<file path="src/rtl/luma_adjust_requant.sv">
module luma_adjust_requant #(
  parameter int GAP_CYCLES = 16
) (
  input  logic       clk,
  input  logic       rst_n,
  input  logic       in_valid,
  input  logic [7:0] in_luma,
  input  logic [7:0] in_chroma,
  input  logic [5:0] contrast,
  input  logic [7:0] brightness,
  input  logic [1:0] quant_mode,
  input  logic       clamp_sel,
  input  logic       swap_cbcr,
  output logic       out_valid,
  output logic [7:0] out_luma,
  output logic [7:0] out_chroma
);
  localparam int GW = $clog2(GAP_CYCLES + 1);
  localparam logic [GW-1:0] GAP_LAST = GW'(GAP_CYCLES - 1);
  localparam logic [GW-1:0] GAP_FULL = GW'(GAP_CYCLES);

  logic       v1, k1, s1;
  logic [7:0] y1, c1, b1;
  logic [5:0] n1;
  logic [1:0] m1;

  logic       v2, ph2, s2;
  logic [7:0] yl2, c2, prevc;

  logic          phase;
  logic [1:0]    residue;
  logic [GW-1:0] gcnt;
  logic          gap_clear;

  logic [13:0]        prod;
  logic signed [14:0] sum;
  logic [9:0]         q10;
  logic [1:0]         addv;
  logic [10:0]        t;
  logic [7:0]         yq, lvl, ycl;
  logic [1:0]         res_next;

  assign prod = {8'd0, n1} * {6'd0, y1};
  assign sum  = $signed({4'd0, prod[13:3]}) + $signed({5'd0, b1, 2'b00}) - 15'sd508;

  always_comb begin
    if (sum < 15'sd0)
      q10 = 10'd0;
    else if (sum > 15'sd1023)
      q10 = 10'd1023;
    else
      q10 = sum[9:0];
  end

  always_comb begin
    case (m1)
      2'd0:    addv = 2'd2;
      2'd1:    addv = 2'd0;
      2'd2:    addv = {residue[1], 1'b0};
      default: addv = residue;
    endcase
  end

  assign t   = {1'b0, q10} + {9'd0, addv};
  assign yq  = t[10] ? 8'd255 : t[9:2];
  assign lvl = k1 ? 8'd32 : 8'd16;
  assign ycl = (yq < lvl) ? lvl : yq;

  always_comb begin
    case (m1)
      2'd2:    res_next = {t[1], 1'b0};
      2'd3:    res_next = t[1:0];
      default: res_next = 2'd0;
    endcase
  end

  assign gap_clear = !v1 && (gcnt == GAP_LAST);

  always_ff @(posedge clk) begin
    if (!rst_n) begin
      v1 <= 1'b0;
      y1 <= '0;
      c1 <= '0;
      n1 <= '0;
      b1 <= '0;
      m1 <= '0;
      k1 <= 1'b0;
      s1 <= 1'b0;
    end else begin
      v1 <= in_valid;
      if (in_valid) begin
        y1 <= in_luma;
        c1 <= in_chroma;
        n1 <= contrast;
        b1 <= brightness;
        m1 <= quant_mode;
        k1 <= clamp_sel;
        s1 <= swap_cbcr;
      end
    end
  end

  always_ff @(posedge clk) begin
    if (!rst_n) begin
      gcnt    <= '0;
      residue <= 2'd0;
      phase   <= 1'b0;
    end else if (v1) begin
      gcnt    <= '0;
      residue <= res_next;
      phase   <= ~phase;
    end else begin
      if (gcnt != GAP_FULL)
        gcnt <= gcnt + 1'b1;
      if (gap_clear) begin
        residue <= 2'd0;
        phase   <= 1'b0;
      end
    end
  end

  always_ff @(posedge clk) begin
    if (!rst_n) begin
      v2    <= 1'b0;
      yl2   <= '0;
      c2    <= '0;
      ph2   <= 1'b0;
      s2    <= 1'b0;
      prevc <= '0;
    end else begin
      v2 <= v1;
      if (v1) begin
        yl2 <= ycl;
        c2  <= c1;
        ph2 <= phase;
        s2  <= s1;
      end
      if (v2)
        prevc <= c2;
    end
  end

  assign out_valid  = v2;
  assign out_luma   = yl2;
  assign out_chroma = !s2 ? c2 : (ph2 ? prevc : c1);
endmodule


</file>
<file path="config.mk">
export PLATFORM = sky130hd
export DESIGN_NAME = luma_adjust_requant
export DESIGN_NICKNAME = d
export VERILOG_FILES = /design/src/rtl/luma_adjust_requant.sv
export SDC_FILE = /design/constraint.sdc
export NUM_CORES = 1
export LEC_CHECK = 0
export ABC_AREA = 1
export CAP_MARGIN = 20
export CORE_UTILIZATION = 25
export CTS_CLUSTER_DIAMETER = 100
export DETAILED_ROUTE_END_ITERATION = 10
export PLACE_DENSITY = 0.5
export SLEW_MARGIN = 20
export SYNTH_ARGS = -nofsm -noshare
export SYNTH_HDL_FRONTEND = slang
export SYNTH_SLANG_ARGS = --single-unit
</file>
<file path="constraint.sdc">
create_clock -name clk -period 13.46 [get_ports clk]
set_input_delay 2.692 -clock clk [delete_from_list [all_inputs] [get_ports clk]]
set_output_delay 2.692 -clock clk [all_outputs]
set_load 0.005 [all_outputs]
</file>
[Yosys cells after proc, flatten, opt, wreduce, memory -nomap -nowiden]
Cells that the tools add are included.
Storage, ports and cells
  bits of input ports: 37
  memory bits (writable): 0
  flip-flop bits (word level): 70
  output and inout port bits: 17
  bits in latches: 0
  word-level logic and storage cells: 50
  ROM bits: 0
  memories: 0
Operators by class
  shift operators: 0
  divide/modulo/power cells: 0
  multiply operators: 1
  bitwise gates (word level): 2
  add/subtract/negate cells: 4
  mux-type cells: 13
  reductions and logical operators: 5
  equal/unequal tests: 5
  magnitude comparators: 3
Operators by type and width (number)
  $mux W8: 4
  $mux W10: 2
  $mul A6 B8 Y14: 1
  $gt A13 B11 Y1 const B: 1
  $lt A13 B1 Y1 const B: 1
  $sub A12 B9 Y13 const B: 1
  $add A11 B10 Y12: 1
  $add A10 B2 Y11: 1
  $lt A8 B6 Y1: 1
  $mux W6: 1
  $pmux W2 S3: 1
  $add A5 B1 Y5 const B: 1
  $eq A5 B4 Y1 const B: 1
  $ne A5 B5 Y1 const B: 1
  $eq A2 B2 Y1 const B: 2
  $mux W2: 2
  $pmux W2 S2: 1
  $eq A2 B1 Y1 const B: 1
  $logic_not A2 Y1: 1
  $mux W1: 2
  $not A1 Y1: 2
  $reduce_bool A2 Y1: 1
  $reduce_or A2 Y1: 1
  $logic_and A1 B1 Y1: 1
  $logic_not A1 Y1: 1

[Logic depth before layout (Yosys ltp)]
Gate-level depths: netlist (run 1).
  depth in word-level cells: 10
  depth in mapped cells: 47
  mapped depth without buffers: 46

[Worst setup path after synthesis (run 1)]
OpenSTA, ideal clock, no wires.
  path kind: register -> register
  start point: reg n1[5]
  end point: reg yl2[0], in the netlist out_luma[0]
  stages on the path, launching flop included: 44
  setup slack: 6711 ps
  buffers on the path: 1
  clock period less this slack: 6749 ps
  data required time: 13340 ps
  data arrival time: 6630 ps
  setup time: 120 ps
  cells stage by stage: dfxtp_1 clkbuf_1 nand2_1 fa_1 fa_1 fa_1 inv_1 ha_1 a21oi_1 inv_1 a31oi_1 o21ai_0 nand3_1 nand2_1 nand2_1 nand2_1 a21oi_1 xor2_1 [8 not listed] nand3_1 nor2_1 nor2_1 ha_1 a21o_1 nand3_2 nor2_4 nand2_1 xor2_1 nor2_1 inv_1 ha_1 inv_1 nand2_2 nor2_4 nand2_4 o211ai_1 nand2_1
Between the ends
  longest elaborated chain between the ends: 10
  elaborated cells on any way between the ends: 11
  those cells by class: 3 x add/sub; 1 x mul; 3 x order compare; 4 x mux
Ends and longest elaborated chain
  from (decl): line 24  | logic [5:0] n1;
  from (signal assigned): line 94  | n1 <= contrast;
  $mul A6 B8 Y14 (*): line 43  | assign prod = {8'd0, n1} * {6'd0, y1};
  $add A11 B10 Y12 (*): line 44  | assign sum = $signed({4'd0, prod[13:3]}) + $signed({5'd0, b1, 2'b00}) - 15'sd508;
  $sub A12 B9 Y13 (*): line 44
  $gt A13 B11 Y1: line 49  | else if (sum > 15'sd1023)
  $mux W10: line 49
  $mux W10 (*): line 47  | if (sum < 15'sd0)
  $add A10 B2 Y11 (*): line 64  | assign t = {1'b0, q10} + {9'd0, addv};
  $mux W8 (*): line 65  | assign yq = t[10] ? 8'd255 : t[9:2];
  $lt A8 B6 Y1: line 67  | assign ycl = (yq < lvl) ? lvl : yq;
  $mux W8 (*): line 67
  to (signal assigned): line 133  | yl2 <= ycl;
  to (decl): line 28  | logic [7:0] yl2, c2, prevc;
Mark *: on every way between the ends. The rest lies on a longest branch, timed or not.
A chain may end at the register's enable or synchronous reset.

[Final worst setup path (run 1)]
  start point: reg n1[5]
  end point: reg yl2[2], in the netlist out_luma[2]
The elaborated chain is that of the path after synthesis.

==> flow_summary.yaml, run 1 <==
sta:
  fmax_mhz: 139
  worst_slack_ps: 6260
  setup_viol: 0
  fin_skew_ps: 7.55
  relSlewSlack_pct: 44.5
  rsz0062_at_grt: "false"
  fin_tns_setup_ps: 0
  post-route-period-util_pct: 53.5
  period_needed_ps: 7200
  finalHoldViolCount: 0
  report.final.slew_viol_count: 0
  worst_slew_pin_slew_ps: 829
critical_path:
  rr_worst_depth: 40
  path_max_fanout: 9
  rrSetupSlack_ps: 6260
  start_kind: "flip-flop"
  crit_required_ps: 13690
  crit_slowest_cell: "fa_1"
  r2r_end: "out_luma[2]$_SDFFE_PN0P_"
  r2r-start: "n1[5]$_SDFFE_PN0P_"
  max_stage_delay_ps: 540
  critical_path_arrival_ps: 7430
  crit_type: "reg2reg"
  cp-end-kind: "flip-flop"
route:
  firstDrtPassIters: 4
  drc: 0
  postRouteAntennaNets: 0
  viasPerCell: 4.30
  wirelength_um: 11900
  wl_per_cell_um: 11.9
  vias: 4319
  drt_iter0_markers: 141
yosys:
  avgSynthCellArea_um2: 7.41
  syn_inst: 691
  synth.most_common_cell: "nand2_1"
  netlist.area_leader.share_pct: 27.4
  yosysTopAreaCell: "dfxtp_1"
  syn_area_um2: 5120
  synth_top_flop_cell: "dfxtp_1"
  synth.area.top_cells: "dfxtp_1, ha_1, fa_1"
  synthArstFlopShare_pct: 0
  ys_seq_elements: 70
  synth_commonest_cells: "nand2_1, inv_1, dfxtp_1, o21ai_0, nor2_1"
  synth_seq_area_share_pct: 27.4
  syn_nets: 799
  ys_warn_count: 0
  ys_types: 39
  synth_edf_count: 0
power:
  ir_drop_mv: 0.0577
  p_leak_nw: 3.02
  powerDensity_nw_per_um2: 96.8
place:
  preCtsSetupSlack_ps: 6260
  dp.cells: 988
  portBuffers: 53
  place_hpwl_um: 9060
  routabilityCongestion: 0.809
clock_network:
  cts_resized: 0
  clockRootBuffer: "clkbuf_16"
  cts_buffer_depth: 2
  cts_hold_buf: 0
  numClockSinks: 70
  cts_setup_buffers: 0
  numCtsBuffers: 9
  clk_latency_ps: 340
  htree_levels: 3
  tritoncts: "built"
  clkSlewWorstSetupHoldPaths_ps: 60
floorplan:
  die_w_um: 145
  io_pins: 54
  rows: 51
  die_h_um: 145
  start_util_pct: 25.9
  die_area_um2: 21100
  core_area_um2: 19800
worst_hold_path:
  hold_path_class: "reg2reg"
  hold_start: "out_luma[1]$_SDFFE_PN0P_"
  hold-path-cell-count: 2
  whs_endpoint: "out_luma[1]$_SDFFE_PN0P_"
job:
  max_cap_viol_count: 0
finish:
  ff_latch_area_um2: 1400
  n_antenna_cell: 0
  num-nets-final: 842
  areaGrowthSynthToFinish_pct: 20.8
  multi_input_area_um2: 3150
  num-fill-cells: 2135
  instances_no_fill: 1004
  drive_gt1_share_pct: 7.44
global_route:
  antenna_found_initial: 0
  grt_pass1_wl_um: 20900
  grt_max_degree: 49
  grt_pass1_vias: 4230
  grt_usage_pct: 12.2
  overflow: 0
run_status:
  status: "finished clean"
[kinds of logic after synthesis]
kind of cell,share of synthesized area (%)
fa+ha+maj,21.3
compound gates,12.8
xor+xnor,2.91
buf+inv,11.2
flops,27.4
simple gates,24.4
[registers in the layout, indices dropped and copies added, names as in the netlist]
register   count
b1             8
c1             8
c2             8
out_luma       8
prevc          8
y1             8
n1             6
gcnt           5
m1             2
residue        2
k1             1
out_valid      1
ph2            1
phase          1
s1             1
s2             1
v1             1
[how the worst max path moves through the flow]
| stage | from | slack [ps] | end | cells after the start |
|---|---|---|---|---|
| after floorplan | n1[5]$_SDFFE_PN0P_ | 6710 | out_luma[0]$_SDFFE_PN0P_ | 43 |
| after global placement | n1[5]$_SDFFE_PN0P_ | 6320 | out_luma[3]$_SDFFE_PN0P_ | 42 |
| after detailed placement | n1[5]$_SDFFE_PN0P_ | 6260 | out_luma[1]$_SDFFE_PN0P_ | 42 |
| after CTS | n1[5]$_SDFFE_PN0P_ | 6230 | out_luma[1]$_SDFFE_PN0P_ | 42 |
| after global routing | n1[5]$_SDFFE_PN0P_ | 5610 | out_luma[2]$_SDFFE_PN0P_ | 40 |
| final | n1[5]$_SDFFE_PN0P_ | 6260 | out_luma[2]$_SDFFE_PN0P_ | 40 |
[layer usage]
layer,track usage (%),vias to the layer above,routed length (µm)
li1,-,2264,-
met1,16.6,1982,6210
met2,19.2,61,5160
met3,1.79,12,334
met4,4.89,0,205
met5,0,-,0
[final cells by class]
| type | instances | area share, % |
|---|---|---|
| Clock buffer | 10 | 3.70 |
| Clock inverter | 6 | 0.748 |
| Inverter | 128 | 7.77 |
| Multi-Input combinational cell | 469 | 50.8 |
| Sequential cell | 70 | 22.6 |
| Tap cell | 265 | 5.36 |
| Timing Repair Buffer | 56 | 8.94 |
[report_power, final]
group          leakage (nW)  total [mW]  switching (mW)  internal (mW)
registers             0.576       0.232          0.0122          0.219
clock network         0.129       0.225          0.0990          0.126
logic                  2.31       0.142          0.0831         0.0591
total                  3.02       0.599           0.194          0.404
[placed cells by master (no fill, tap or decap), types with 9 or more instances in the layout]
master / n
nor2_1: 65
clkdlybuf4s50_1: 53
clkbuf_16: 9
inv_1: 124
o21ai_0: 66
nand3_1: 21
fa_1: 27
a21oi_1: 38
dfxtp_1: 70
nand2_1: 125
xor2_1: 9
ha_1: 44
[worst max-delay path: cells and delay by family (launching register included)]
kind	cells	cell delay [ps]
flip-flops	1	510
buffers and inverters	6	350
AO/OA/AOI/OAI	6	820
AND/OR/NAND/NOR	18	1920
adder cells (fa/ha/maj)	9	3390
XOR/XNOR	1	90
[stage by stage]
stage                     area [µm²]  total power, mW  hold slack, ps  utilization, %
after CTS                       6190            0.609             458            31.3
after detailed placement        5910            0.380             447            29.9
after global routing            6190            0.638             471            31.3
after floorplan                 5120            0.335             429               -
after global placement          5910            0.382             449            29.9
final                           6190            0.599             455            31.3
No activity file was read; power rests on OpenSTA's default activity.
==> run 2: changes to the inputs <==
--- a/config.mk
+++ b/config.mk
@@ -10,7 +10,7 @@
 export CORE_UTILIZATION = 25
 export CTS_CLUSTER_DIAMETER = 100
 export DETAILED_ROUTE_END_ITERATION = 10
-export PLACE_DENSITY = 0.5
+export PLACE_DENSITY = 0.51
 export SLEW_MARGIN = 20
 export SYNTH_ARGS = -nofsm -noshare
 export SYNTH_HDL_FRONTEND = slang
==> constraint.sdc (replaced) <==
create_clock -name clk -period 6.35 [get_ports clk]
set_input_delay 1.27 -clock clk [delete_from_list [all_inputs] [get_ports clk]]
set_output_delay 1.27 -clock clk [all_outputs]
set_load 0.005 [all_outputs]
==> run 2 against run 1 <==
  * Final area up 13%
  * Sequential share of layout area down 2.1 points
  * Core utilization up 4.1 points
  * Largest power group unchanged
  * Highest routed layer unchanged
==> flow_summary.yaml, run 2 (same netlist as run 1, synthesis figures left out) <==
clock_network:
  numCtsBuffers: 9
  clk_latency_ps: 340
  cts_buffer_depth: 2
  cts_hold_buf: 0
  tritoncts: "built"
  htree_levels: 3
  clockRootBuffer: "clkbuf_16"
  clkSlewWorstSetupHoldPaths_ps: 60
  numClockSinks: 70
route:
  wirelength_um: 12900
  drc: 0
  wl_per_cell_um: 12.0
  firstDrtPassIters: 4
  drt_iter0_markers: 182
  vias: 4630
  viasPerCell: 4.32
  postRouteAntennaNets: 0
sta:
  setup_viol: 0
  worst_slew_pin_slew_ps: 855
  rsz0062_at_grt: "true"
  worst_slack_ps: 15.9
  finalHoldViolCount: 0
  post-route-period-util_pct: 99.8
  fmax_mhz: 158
  fin_skew_ps: 9.56
  report.final.slew_viol_count: 0
  period_needed_ps: 6330
  relSlewSlack_pct: 42.8
power:
  powerDensity_nw_per_um2: 195
  clock_power_share_pct: 33.9
  p_sw_mw: 0.437
  p_sw_share_pct: 32.1
  ir_drop_mv: 0.120
  intPower_mw: 0.925
  seq_power_share_pct: 35.7
  p_leak_nw: 3.39
  power_frac_comb_pct: 30.4
critical_path:
  path_max_fanout: 6
  rr_worst_depth: 43
  crit_required_ps: 6580
  r2r_end: "out_luma[5]$_SDFFE_PN0P_"
  rrSetupSlack_ps: 20
  start_kind: "flip-flop"
  r2r-start: "n1[2]$_SDFFE_PN0P_"
  critical_path_arrival_ps: 6560
  max_stage_delay_ps: 520
  crit_type: "reg2reg"
  crit_slowest_cell: "fa_1"
  cp-end-kind: "flip-flop"
global_route:
  grt_pass1_wl_um: 21900
  antenna_found_initial: 0
  grt_max_degree: 49
  grt_pass1_vias: 4544
  overflow: 0
  grt_usage_pct: 12.8
finish:
  n_antenna_cell: 0
  utilization_pct: 35.4
  final_common_cell: "inv_1"
  instances_no_fill: 1073
  drive_gt1_share_pct: 23.1
  ff_latch_area_um2: 1440
  layout_common_cells: "inv_1, nand2_1, buf_4"
  areaGrowthSynthToFinish_pct: 36.7
  multi_input_area_um2: 3410
  num-fill-cells: 2099
  num-nets-final: 912
job:
  max_cap_viol_count: 0
floorplan:
  die_h_um: 145
  rows: 51
  die_area_um2: 21100
  io_pins: 54
  core_area_um2: 19800
  die_w_um: 145
  start_util_pct: 25.9
worst_hold_path:
  hold-path-cell-count: 2
  hold_start: "out_luma[3]$_SDFFE_PN0P_"
  hold_path_class: "reg2reg"
  whs_endpoint: "out_luma[3]$_SDFFE_PN0P_"
place:
  preCtsSetupSlack_ps: -293
  portBuffers: 53
  dp.cells: 1045
  place_hpwl_um: 9550
  routabilityCongestion: 0.785
run_status:
  status: "finished clean"
-- run 2: per-layer routing --
| layer | part of all wire, % | GRT usage, % | up-vias |
|---|---|---|---|
| met5 | 0 | 0 | - |
| met4 | 0.96 | 3.26 | 0 |
| met3 | 3.9 | 2.83 | 9 |
| met2 | 44 | 20.4 | 54 |
| met1 | 51 | 17.3 | 2156 |
| li1 | - | - | 2411 |
-- run 2: metrics by stage --
step	area (µm²)	total power [mW]	hold slack [ps]	setup TNS, ps
final	7000	1.36	449	0
after global routing	7000	1.45	465	-2290
after CTS	6850	1.35	453	0
after detailed placement	6400	0.862	439	-1680
after global placement	6400	0.861	444	-1490
after floorplan	5190	0.718	429	0
-- run 2: worst max path at each step --
stage,startpoint,end,cells after the start
after global routing,n1[2]$_SDFFE_PN0P_,out_luma[3]$_SDFFE_PN0P_,44
after floorplan,n1[2]$_SDFFE_PN0P_,out_luma[0]$_SDFFE_PN0P_,45
after CTS,y1[3]$_SDFFE_PN0P_,out_luma[0]$_SDFFE_PN0P_,44
after detailed placement,y1[4]$_SDFFE_PN0P_,out_luma[0]$_SDFFE_PN0P_,42
after global placement,y1[5]$_SDFFE_PN0P_,out_luma[0]$_SDFFE_PN0P_,42
final,n1[2]$_SDFFE_PN0P_,out_luma[5]$_SDFFE_PN0P_,43
-- run 2: layout make-up --
cell class / count / area share (%)
Clock buffer: 9 / 3.22
Inverter: 128 / 6.86
Clock inverter: 6 / 0.572
Multi-Input combinational cell: 469 / 48.6
Timing Repair Buffer: 126 / 15.4
Tap cell: 265 / 4.73
Sequential cell: 70 / 20.6
-- run 2: power by group through the flow --
stage                     combinational (mW)  sequential [mW]  clock, mW
final                                  0.414            0.487      0.462
after global routing                   0.468            0.491      0.488
after global placement                 0.364            0.496          0
after floorplan                        0.232            0.487          0
after detailed placement               0.365            0.497          0
after CTS                              0.392            0.487      0.475
-- run 2: repair_timing --
item	CTS	global route
setup buffers	9	4
hold endpoints to repair	0	0
pin swaps	13	23
resized for setup	27	40
endpoints found under the setup margin	6	8
-- run 2: critical path, delay by kind of cell, from the launching register on --
| kind | cells | cell delay (ps) |
|---|---|---|
| buffers and inverters | 7 | 400 |
| XOR/XNOR | 2 | 300 |
| AND/OR/NAND/NOR | 21 | 1740 |
| adder cells (fa/ha/maj) | 8 | 2780 |
| AO/OA/AOI/OAI | 5 | 630 |
| flip-flops | 1 | 370 |
